--- src/rtl/flag_unit_pkg.sv ---
package flag_unit_pkg;

  typedef enum logic [1:0] {
    OPC_ADD   = 2'd0,
    OPC_SUB   = 2'd1,
    OPC_LOGIC = 2'd2,
    OPC_HOLD  = 2'd3
  } opc_e;

  typedef enum logic [1:0] {
    CF_DIR  = 2'd0,
    CF_IEN  = 2'd1,
    CF_TRAP = 2'd2,
    CF_NONE = 2'd3
  } cfsel_e;

  typedef struct packed {
    logic c;
    logic a;
    logic p;
    logic z;
    logic s;
    logic o;
  } aflags_t;

  typedef struct packed {
    logic dir;
    logic ien;
    logic trap;
  } cflags_t;

endpackage

--- src/rtl/flag_eval.sv ---
module flag_eval
  import flag_unit_pkg::*;
#(
  parameter int DW  = 16,
  parameter int BW  = 8,
  parameter int NIB = 4
) (
  input  logic [DW-1:0] opa,
  input  logic [DW-1:0] opb,
  input  logic [DW-1:0] res,
  input  logic          wide,
  input  opc_e          opc,
  input  logic          aux_prev,
  output aflags_t       nxt,
  output logic          writes
);

  localparam int NW = 2;

  logic [NW-1:0] w_c, w_o, w_s, w_z;

  // Carry, overflow, sign and zero for each supported width.
  for (genvar g = 0; g < NW; g++) begin : g_width
    localparam int W   = (g == 0) ? BW : DW;
    localparam int MSB = W - 1;
    logic am, bm, rm, cin;
    assign am  = opa[MSB];
    assign bm  = opb[MSB];
    assign rm  = res[MSB];
    assign cin = am ^ bm ^ rm;
    always_comb begin
      w_s[g] = rm;
      w_z[g] = ~|res[MSB:0];
      if (opc == OPC_SUB) begin
        w_c[g] = (~am & bm) | (~(am ^ bm) & cin);
        w_o[g] = (am != bm) && (rm != am);
      end else begin
        w_c[g] = (am & bm) | ((am ^ bm) & cin);
        w_o[g] = (am == bm) && (rm != am);
      end
    end
  end

  logic sel;
  logic nib_cross;
  assign sel       = wide;
  assign nib_cross = opa[NIB] ^ opb[NIB] ^ res[NIB];

  always_comb begin
    nxt.p  = ~^res[BW-1:0];
    nxt.z  = w_z[sel];
    nxt.s  = w_s[sel];
    writes = (opc != OPC_HOLD);
    if (opc == OPC_LOGIC) begin
      nxt.c = 1'b0;
      nxt.o = 1'b0;
      nxt.a = aux_prev;
    end else begin
      nxt.c = w_c[sel];
      nxt.o = w_o[sel];
      nxt.a = nib_cross;
    end
  end

endmodule

--- src/rtl/flag_arith_reg.sv ---
module flag_arith_reg
  import flag_unit_pkg::*;
(
  input  logic    clk,
  input  logic    rst,
  input  logic    we,
  input  aflags_t d,
  output aflags_t q
);

  always_ff @(posedge clk) begin
    if (rst) q <= '0;
    else if (we) q <= d;
  end

endmodule

--- src/rtl/flag_ctrl_reg.sv ---
module flag_ctrl_reg
  import flag_unit_pkg::*;
(
  input  logic    clk,
  input  logic    rst,
  input  logic    cmd_v,
  input  cfsel_e  cmd_sel,
  input  logic    cmd_val,
  output cflags_t q
);

  always_ff @(posedge clk) begin
    if (rst) begin
      q <= '0;
    end else if (cmd_v) begin
      case (cmd_sel)
        CF_DIR:  q.dir  <= cmd_val;
        CF_IEN:  q.ien  <= cmd_val;
        CF_TRAP: q.trap <= cmd_val;
        default: q      <= q;
      endcase
    end
  end

endmodule

--- src/rtl/flag_unit.sv ---
module flag_unit
  import flag_unit_pkg::*;
#(
  parameter int DW  = 16,
  parameter int BW  = 8,
  parameter int NIB = 4
) (
  input  logic          clk,
  input  logic          rst,
  input  logic          upd_en,
  input  logic [1:0]    op_class,
  input  logic          wide,
  input  logic [DW-1:0] opa,
  input  logic [DW-1:0] opb,
  input  logic [DW-1:0] res,
  input  logic          ctl_valid,
  input  logic [1:0]    ctl_sel,
  input  logic          ctl_val,
  output logic          fl_carry,
  output logic          fl_aux,
  output logic          fl_parity,
  output logic          fl_zero,
  output logic          fl_sign,
  output logic          fl_ovf,
  output logic          fl_dir,
  output logic          fl_ien,
  output logic          fl_trap
);

  aflags_t a_nxt, a_q;
  cflags_t c_q;
  logic    a_writes;

  flag_eval #(.DW(DW), .BW(BW), .NIB(NIB)) u_eval (
    .opa      (opa),
    .opb      (opb),
    .res      (res),
    .wide     (wide),
    .opc      (opc_e'(op_class)),
    .aux_prev (a_q.a),
    .nxt      (a_nxt),
    .writes   (a_writes)
  );

  flag_arith_reg u_areg (
    .clk (clk),
    .rst (rst),
    .we  (upd_en && a_writes),
    .d   (a_nxt),
    .q   (a_q)
  );

  flag_ctrl_reg u_creg (
    .clk     (clk),
    .rst     (rst),
    .cmd_v   (ctl_valid),
    .cmd_sel (cfsel_e'(ctl_sel)),
    .cmd_val (ctl_val),
    .q       (c_q)
  );

  assign fl_carry  = a_q.c;
  assign fl_aux    = a_q.a;
  assign fl_parity = a_q.p;
  assign fl_zero   = a_q.z;
  assign fl_sign   = a_q.s;
  assign fl_ovf    = a_q.o;
  assign fl_dir    = c_q.dir;
  assign fl_ien    = c_q.ien;
  assign fl_trap   = c_q.trap;

endmodule

--- config.mk ---
export PLATFORM = sky130hd
export DESIGN_NAME = flag_unit
export DESIGN_NICKNAME = d
export VERILOG_FILES = /design/src/rtl/flag_unit_pkg.sv /design/src/rtl/flag_eval.sv /design/src/rtl/flag_arith_reg.sv /design/src/rtl/flag_ctrl_reg.sv /design/src/rtl/flag_unit.sv
export SDC_FILE = /design/constraint.sdc
export NUM_CORES = 1
export LEC_CHECK = 0
export BUFFER_PORTS_ARGS = -buffer_cell sky130_fd_sc_hd__buf_2
export CAP_MARGIN = 20
export CORE_MARGIN = 2
export CORE_UTILIZATION = 36
export DETAILED_ROUTE_END_ITERATION = 6
export GPL_TIMING_DRIVEN = 0
export PLACE_DENSITY = 0.79
export SETUP_SLACK_MARGIN = 0.05
export SKIP_CTS_REPAIR_TIMING = 1
export SLEW_MARGIN = 20
export SYNTH_ARGS = -nofsm -noshare
export SYNTH_HDL_FRONTEND = slang
export SYNTH_SLANG_ARGS = --single-unit
--- constraint.sdc ---
create_clock -name clk -period 1.35 [get_ports clk]
set_input_delay 0.2025 -clock clk [delete_from_list [all_inputs] [get_ports clk]]
set_output_delay 0.2025 -clock clk [all_outputs]
set_load 0.005 [all_outputs]
# Yosys cells after proc, flatten, opt, wreduce, memory -nomap -nowiden
# Index checks and enable logic that the tools add are counted.
[totals] elab_cells=73 inputBits=58 regBits=9
[op_classes] n_eq_ne=11 n_lt_le_gt_ge=1 n_mux=14 n_reduce_logical=15 n_bitwise=23
[op_table] op="OR reduction 16 bit" count=1
[op_table] op="two-way mux 1 bit" count=13
[op_table] op="bitwise AND 1 bit" count=8
[op_table] op="AND reduction 2 bit" count=4
[op_table] op="OR reduction 8 bit" count=1
[op_table] op="XNOR reduction 8 bit" count=1
[op_table] op="bitwise XOR 1 bit" count=6
[op_table] op="logical AND 1 bit" count=5
[op_table] op="inverter 1 bit" count=5
[op_table] op="equality test 2 x 1 -> 1 bit (second input constant)" count=2
[op_table] op="equality test 2 bit (second input constant)" count=2
[op_table] op="!= test 1 bit" count=4
[op_table] op="OR 1 bit" count=4
[op_table] op="equality test 1 bit" count=2
[op_table] op="logical NOT 1 bit" count=2
[op_table] op="logical NOT 2 bit" count=1
[op_table] op="< comparator 1 x 2 -> 1 bit (second input constant)" count=1
[op_table] op="two-way mux 2 bit" count=1
[op_table] op="!= test 2 bit (second input constant)" count=1

# Depth between registers and ports, before layout
# Gate-level depths: netlist of run 1.
[depth] depth_word=8 depth_mapped=6 mapped_depth_nobuf=6

# Cells and area by module
# Synthesis of run 1 repeated with hierarchy kept, for this count alone.
[hier_totals] cells_unflattened=87 area_unflattened_um2=748.2
[modules_own_cells] mod="flag_eval" cells_per_inst=54 area_per_inst_um2=385.4 seq_area_each_um2=0.0 n_inst=1
[modules_own_cells] mod="flag_arith_reg" cells_per_inst=19 area_per_inst_um2=214.0 seq_area_each_um2=120.1 n_inst=1
[modules_own_cells] mod="flag_ctrl_reg" cells_per_inst=13 area_per_inst_um2=142.6 seq_area_each_um2=60.1 n_inst=1
[modules_own_cells] mod="flag_unit" cells_per_inst=1 area_per_inst_um2=6.3 seq_area_each_um2=0.0 n_inst=1

# Worst setup path before layout of run 1
# Ideal clock, no wire load.
[synth_timing] path_type="input-to-reg" start="input opa[7]" end="register u_areg.q[5] (netlist bit)" t_required_ns=1.216 arrival_ns=1.056 path_stages=6 n_path_buf=0 setup_time_ns=0.134 slack_ns=0.160 path_cell_list="inv_1 -> ha_1 -> a211oi_1 -> a311oi_1 -> a31oi_1 -> o32ai_1"
[synth_via] elab_chain_len=8
[synth_lines] item="start: declaration" line="flag_unit.sv:13" rtl="input logic [DW-1:0] opa,"
[synth_lines] item="bitwise XOR 1 bit" line="flag_eval.sv:30, flag_eval.sv:35, flag_eval.sv:38"
[synth_lines] item="bitwise XOR 1 bit / inverter 1 bit (equally long branches)" line="flag_eval.sv:30, flag_eval.sv:35"
[synth_lines] item="bitwise AND 1 bit (on tied branches)" line="flag_eval.sv:38, flag_eval.sv:35"
[synth_lines] item="OR 1 bit (on tied branches)" line="flag_eval.sv:38, flag_eval.sv:35"
[synth_lines] item="two-way mux 1 bit *" line="flag_eval.sv:34" rtl="if (opc == OPC_SUB) begin"
[synth_lines] item="two-way mux 1 bit (not written as such) * (2 in series)" line="flag_eval.sv:59" rtl="nxt.c = w_c[sel];"
[synth_lines] item="two-way mux 2 bit *" line="flag_eval.sv:54" rtl="if (opc == OPC_LOGIC) begin"
[synth_lines] item="end signal: assignment" line="flag_arith_reg.sv:12" rtl="if (rst) q <= '0;"
[synth_lines] item="end signal: assignment" line="flag_arith_reg.sv:13" rtl="else if (we) q <= d;"
[synth_lines] item="end: declaration" line="flag_arith_reg.sv:8" rtl="output aflags_t q"
# Every way passes the cells marked *; elsewhere a longest branch is shown, timed or not. The select of a mux whose other input is x is not followed.
# A chain may end at the register's enable or synchronous reset.

# Worst setup path in the final report of run 1
[layout_timing] start="input opa[15]" end="register u_areg.q[5] (netlist bit)"
# The elaborated chain is that of the path after synthesis.

==> results_dict.tcl, run 1 <==
set metrics [dict create \
    gp_congestion 0.745 \
    min_path_cells 3 \
    insertion_delay_ns 0.26 \
    grtUsageTotal 0.146 \
    grt_max_degree 11 \
    clkPwrFrac 0.278 \
    dp_hpwl_mm 1.38 \
    synth.mux.area_fraction 0.0708 \
    path_buf_inv 2 \
    hold_path.class "primary input to register" \
    cp_max_fo 4 \
    placement.io_buffers 39 \
    crit_type "primary input to register" \
    crit_cells 7 \
    r2r_end "u_areg.q[0]$_SDFFE_PP0P_" \
    synthCells 85 \
    highest-signal-layer "met4" \
    mostFrequentLayoutCells "39 x buf_2, 14 x inv_1, 9 x dfxtp_1" \
    area_growth_pct 41.2 \
    power.density_nw_per_um2 731 \
    dp_slack_ns -0.168 \
    cap_viol_max_count 0 \
    yosys_warnings 0 \
    ant_nets 0 \
    cts_tree "yes" \
    cp_data_arrival_time_ns 1.34 \
    slowest_delay_ns 0.28 \
    vias_per_cell 4.75 \
    diodes 0 \
    r2r_slack_ns 0.68 \
    core_area_um2 1900 \
    tightest_slew_ns 0.433 \
    grt_pass1_wl_mm 2.78 \
    internal-power_w 0.000517 \
    synth_top_family_by_area "simple AND/OR/NAND/NOR gates" \
    die_h_um 48.3 \
    syn-cell-area_um2 707 \
    vias 737 \
    io_pins 67 \
    final_common_cell "buf_2" \
    synth_xor_area_frac 0.0867 \
    start_util 0.372 \
    drt_iter0_drc 10 \
    switching_share 0.292 \
    slowest_stage "ha_4" \
    fmax_mhz 852 \
    hp-start "ctl_val" \
    route.met3.wl_um 142 \
    cts_buffer_depth 2 \
    wire_per_inst_um 10.6 \
    p_leak_nw 0.511 \
    setup_viol_count_final 0 \
    dpl_cell_area_um2 936 \
    synth_top_cell_area_share 0.255 \
    hold_viol_final 0 \
    die_w_um 48.3 \
    critical_path.cell_chain "buf_2 > inv_1 > ha_4 > nand2_1 > a311oi_2 > a31oi_1 > o32ai_1" \
    yosysTopAreaCell "dfxtp_1" \
    drt_pass1_iterations 4 \
    clk_pin_slew_ns 0.06 \
    wl_met2_um 774 \
    cts.sinks 9 \
    ys_seq_elements 9 \
    die_area_um2 2330 \
    fin_area_um2 998 \
    drv_slew 0 \
    drt_wl_total_mm 1.64 \
    synthTopCellsByArea "dfxtp_1 25%, ha_1 14%, inv_1 7.4%" \
    rsz0062_at_grt "false" \
    finalCritPeriodShare 0.869 \
    final_util 0.525 \
    cp-end-kind "register" \
    worstHoldEndpoint "u_creg.q[2]$_SDFFE_PP0P_" \
    rr_worst_depth 2 \
    root_buffer "clkbuf_4" \
    num_rows 16 \
    power_frac_comb 0.329 \
    m1WireLength_um 683 \
    synthSimpleGateAreaFrac 0.198 \
    grt_pass1_vias 690 \
    outcome "completed" \
    fill_cells 180 \
    cts_buffers 3 \
    worstPathRequired_ns 1.52 \
    p_switching_w 0.000213 \
    syn_avg_cell_area_um2 8.32 \
    layout_setup_ws_ns 0.177 \
    skew_ns 0 \
    syn_nets 151 \
    grt_overflow_total 0 \
    synth_cell_types 28 \
    drcViolationCount 0 \
    synthAdderAreaFrac 0.142 \
    layout-drive-gt1-share 0.391 \
    critPathTopFamily "compound AO/OA/AOI/OAI gates" \
    seq_power_share 0.393 \
    cp-start-kind "primary input" \
    h-tree-depth 1 \
    seq_area_frac_synth 0.255 \
    relSlewSlack 0.711 \
    ir_worst_vdd_mv 0.275 \
    nNetsFinal 195 \
    antenna_found_initial 0 \
    synth_compound_area_frac 0.152 \
    period_needed_ns 1.17 \
    reg2reg_from "u_areg.q[0]$_SDFFE_PP0P_" \
]
==> worst max-delay path by stage <==
stage	from	slack, ns	end
floorplan	opa[7]	0.16	u_areg.q[5]$_SDFFE_PP0P_
global placement	opa[7]	-0.07	u_areg.q[5]$_SDFFE_PP0P_
detailed placement	opa[7]	-0.17	u_areg.q[5]$_SDFFE_PP0P_
CTS	opa[7]	0.10	u_areg.q[5]$_SDFFE_PP0P_
global route	opa[15]	0.08	u_areg.q[5]$_SDFFE_PP0P_
finish	opa[15]	0.18	u_areg.q[5]$_SDFFE_PP0P_
==> worst register-to-register path: stages, from the launching register on <==
cell and delay [ns]:
dfxtp_1 0.32, nand3b_1 0.13, o41ai_2 0.09
==> registers in the layout (all words and copies together) (netlist names) <==
name and cells:
u_creg.q 3, u_areg.q 6
==> layer usage <==
metal  up-vias  GRT usage
met5         -          0
met4         0     0.0524
met3         6     0.0278
met2        38      0.269
met1       314      0.166
li1        379          -
==> synthesized netlist by cell type (all sizes together) <==
cell    instances
nor3b           1
xnor2           6
o32ai           1
a222oi          1
o41ai           1
clkbuf          1
nor4            2
ha              8
nand3b          3
a211o           1
dfxtp           9
a31oi           1
o211ai          1
xor2            1
a21oi           2
mux2i           5
nand2           8
nand4           1
nand2b          2
a311oi          1
a211oi          3
o21ai           1
inv            14
buf             1
nor3            1
nor2            7
and2            2
==> cell type report <==
cell class                      instances  area (um^2)  area share
Inverter                               14         52.6      0.0526
Buffer                                  2         15.0      0.0150
Clock buffer                            4         26.3      0.0263
Timing Repair Buffer                   39          195       0.195
Sequential cell                         9          180       0.180
Multi-Input combinational cell         60          495       0.496
Tap cell                               27         33.8      0.0338
==> through the flow <==
stage | setup TNS (ns) | power, W | hold WS [ns] | std cells
detailed placement | -0.168 | 0.000517 | 0.456 | 151
CTS | 0 | 0.000718 | 0.231 | 155
global placement | -0.0725 | 0.000505 | 0.446 | 151
global route | 0 | 0.000772 | 0.273 | 155
finish | 0 | 0.000730 | 0.231 | 155
floorplan | 0 | 0.000423 | 0.346 | 85
==> cells by family (layout without fill, tap and decap cells) <==
| group | count (synthesis) | in the layout |
|---|---|---|
| XOR/XNOR | 7 | 7 |
| adder cells (fa/ha/maj) | 8 | 8 |
| buffers and inverters | 16 | 59 |
| AO/OA/AOI/OAI | 13 | 13 |
| AND/OR/NAND/NOR | 27 | 27 |
| multiplexers | 5 | 5 |
| flip-flops | 9 | 9 |
==> power groups by stage <==
stage | combinational, W | sequential (W) | clock (W)
2_1_floorplan | 0.000128 | 0.000295 | 0
3_3_place_gp | 0.000212 | 0.000293 | 0
3_5_place_dp | 0.000224 | 0.000293 | 0
4_1_cts | 0.000225 | 0.000287 | 0.000206
5_1_grt | 0.000269 | 0.000289 | 0.000214
6_report | 0.000240 | 0.000287 | 0.000203
Note: power is estimated with default switching activity, not from simulation.
==> run 2: changes to the inputs <==
Settings changed: CORE_MARGIN 2 to 4.
==> run 2 against run 1 <==
Against the previous run:
- clock power shrank 4%
- non-clock buffer count is the same
- final cell count shrank 1.3%
- sequential power is essentially flat
- flip-flop and latch count is the same
- setup slack lost 0.037 ns
- global-route usage shrank 0.93 points
- first-iteration DRC count shrank 10%
- wire length grew 0.30%
- sequential share of layout area grew 0.73 points
- critical path type unchanged
- critical endpoint unchanged
==> results_dict.tcl, run 2 (synthesis results as in run 1) <==
set metrics [dict create \
    outcome "completed" \
    slowest_stage "ha_1" \
    num_rows 15 \
    largest_reg_flops 6 \
    cp-end-kind "register" \
    cts_buffers 3 \
    dp_slack_ns -0.118 \
    slowest_delay_ns 0.34 \
    clk_pin_slew_ns 0.06 \
    period_needed_ns 1.21 \
    drt_wl_total_mm 1.65 \
    area_growth_pct 35.8 \
    hold_path.class "primary input to register" \
    final_common_cell "buf_2" \
    die_w_um 52.3 \
    antenna_found_initial 0 \
    placement.io_buffers 39 \
    critPathTopFamily "compound AO/OA/AOI/OAI gates" \
    h-tree-depth 1 \
    whs_ns 0.225 \
    fmax_mhz 826 \
    io_pins 67 \
    drcViolationCount 0 \
    layout_setup_ws_ns 0.140 \
    rsz0062_at_grt "false" \
    skew_ns 0 \
    vias 720 \
    path_buf_inv 2 \
    grt_max_degree 11 \
    crit_type "primary input to register" \
    cap_viol_max_count 0 \
    final_util 0.533 \
    layout-drive-gt1-share 0.359 \
    top_regs "u_areg.q (6), u_creg.q (3)" \
    ir_worst_vdd_mv 0.423 \
    nNetsFinal 195 \
    critical_path.cell_chain "buf_2 > inv_1 > ha_1 > a211oi_1 > a311oi_1 > a31oi_1 > o32ai_1" \
    p_leak_nw 0.510 \
    insertion_delay_ns 0.25 \
    cp_data_arrival_time_ns 1.33 \
    dp_hpwl_mm 1.42 \
    start_util 0.392 \
    relSlewSlack 0.695 \
    worstPathRequired_ns 1.47 \
    grtUsageTotal 0.136 \
    drt_pass1_iterations 5 \
    mostFrequentLayoutCells "39 x buf_2, 14 x inv_1, 9 x dfxtp_1" \
    gp_congestion 0.723 \
    cts_tree "yes" \
    top_register "u_areg.q" \
    setup_viol_count_final 0 \
    vias_per_cell 4.71 \
    tightest_slew_ns 0.457 \
    cts.sinks 9 \
    drv_slew 0 \
    fill_cells 194 \
    die_area_um2 2740 \
    cp_max_fo 4 \
    hold_viol_final 0 \
    power.density_nw_per_um2 730 \
    finalCritPeriodShare 0.896 \
    grt_pass1_vias 721 \
    grt_overflow_total 0 \
    core_area_um2 1800 \
    die_h_um 52.3 \
    root_buffer "clkbuf_4" \
    wire_per_inst_um 10.8 \
    drt_iter0_drc 9 \
    cts_buffer_depth 2 \
    ant_nets 0 \
    grt_pass1_wl_mm 2.77 \
    diodes 0 \
    cp-start-kind "primary input" \
]
==> run 2: cell counts in the layout (fill, tap and decap cells not counted) <==
Identical to the previous run, type by type.
==> run 2: worst paths after layout <==
| path | from | end | slack, ns | depth (start not counted) |
|---|---|---|---|---|
| max | opa[7] | u_areg.q[5]$_SDFFE_PP0P_ | 0.14 | 7 |
| max reg2reg | u_areg.q[1]$_SDFFE_PP0P_ | u_areg.q[1]$_SDFFE_PP0P_ | 0.72 | 2 |
| min reg2reg | u_areg.q[3]$_SDFFE_PP0P_ | u_areg.q[3]$_SDFFE_PP0P_ | 0.45 | 2 |
| min | ctl_val | u_creg.q[1]$_SDFFE_PP0P_ | 0.22 | 3 |
==> run 2: metal layers <==
layer  global-route usage  up-vias  share of wire
met5                    0        -              0
met4               0.0383        0         0.0079
met3               0.0513        2           0.10
met2                0.246       33           0.51
met1                0.146      307           0.38
li1                     -      378              -
==> run 2: cell type report <==
type | count | area [um^2] | area share
plain buffers | 2 | 15.0 | 0.0156
clock buffers | 4 | 26.3 | 0.0274
inverters | 14 | 52.6 | 0.0548
multi-input cells | 60 | 459 | 0.478
flip-flops and latches | 9 | 180 | 0.188
well taps | 25 | 31.3 | 0.0326
repair buffers | 39 | 195 | 0.203
==> run 2: stage by stage <==
step | total power [W] | TNS, ns | instances | area (um^2)
global route | 0.000760 | 0 | 153 | 960
finish | 0.000701 | 0 | 153 | 960
detailed placement | 0.000515 | -0.118 | 149 | 933
floorplan | 0.000423 | 0 | 85 | 707
CTS | 0.000718 | 0 | 153 | 960
global placement | 0.000506 | -0.0620 | 149 | 933
==> run 2: power breakdown <==
| group | switching (W) | internal, W | total, W | leakage [nW] |
|---|---|---|---|---|
| logic | 0.000106 | 0.000113 | 0.000220 | 0.422 |
| registers | 0.00000620 | 0.000281 | 0.000287 | 0.0734 |
| clock network | 0.0000811 | 0.000113 | 0.000194 | 0.0150 |
| total | 0.000193 | 0.000507 | 0.000701 | 0.510 |
==> run 2: worst min-delay path: cells and delay by family <==
kind	cells	cell delay (ns)
simple gates	1	0.07
mux	1	0.06
buf+inv	1	0.10
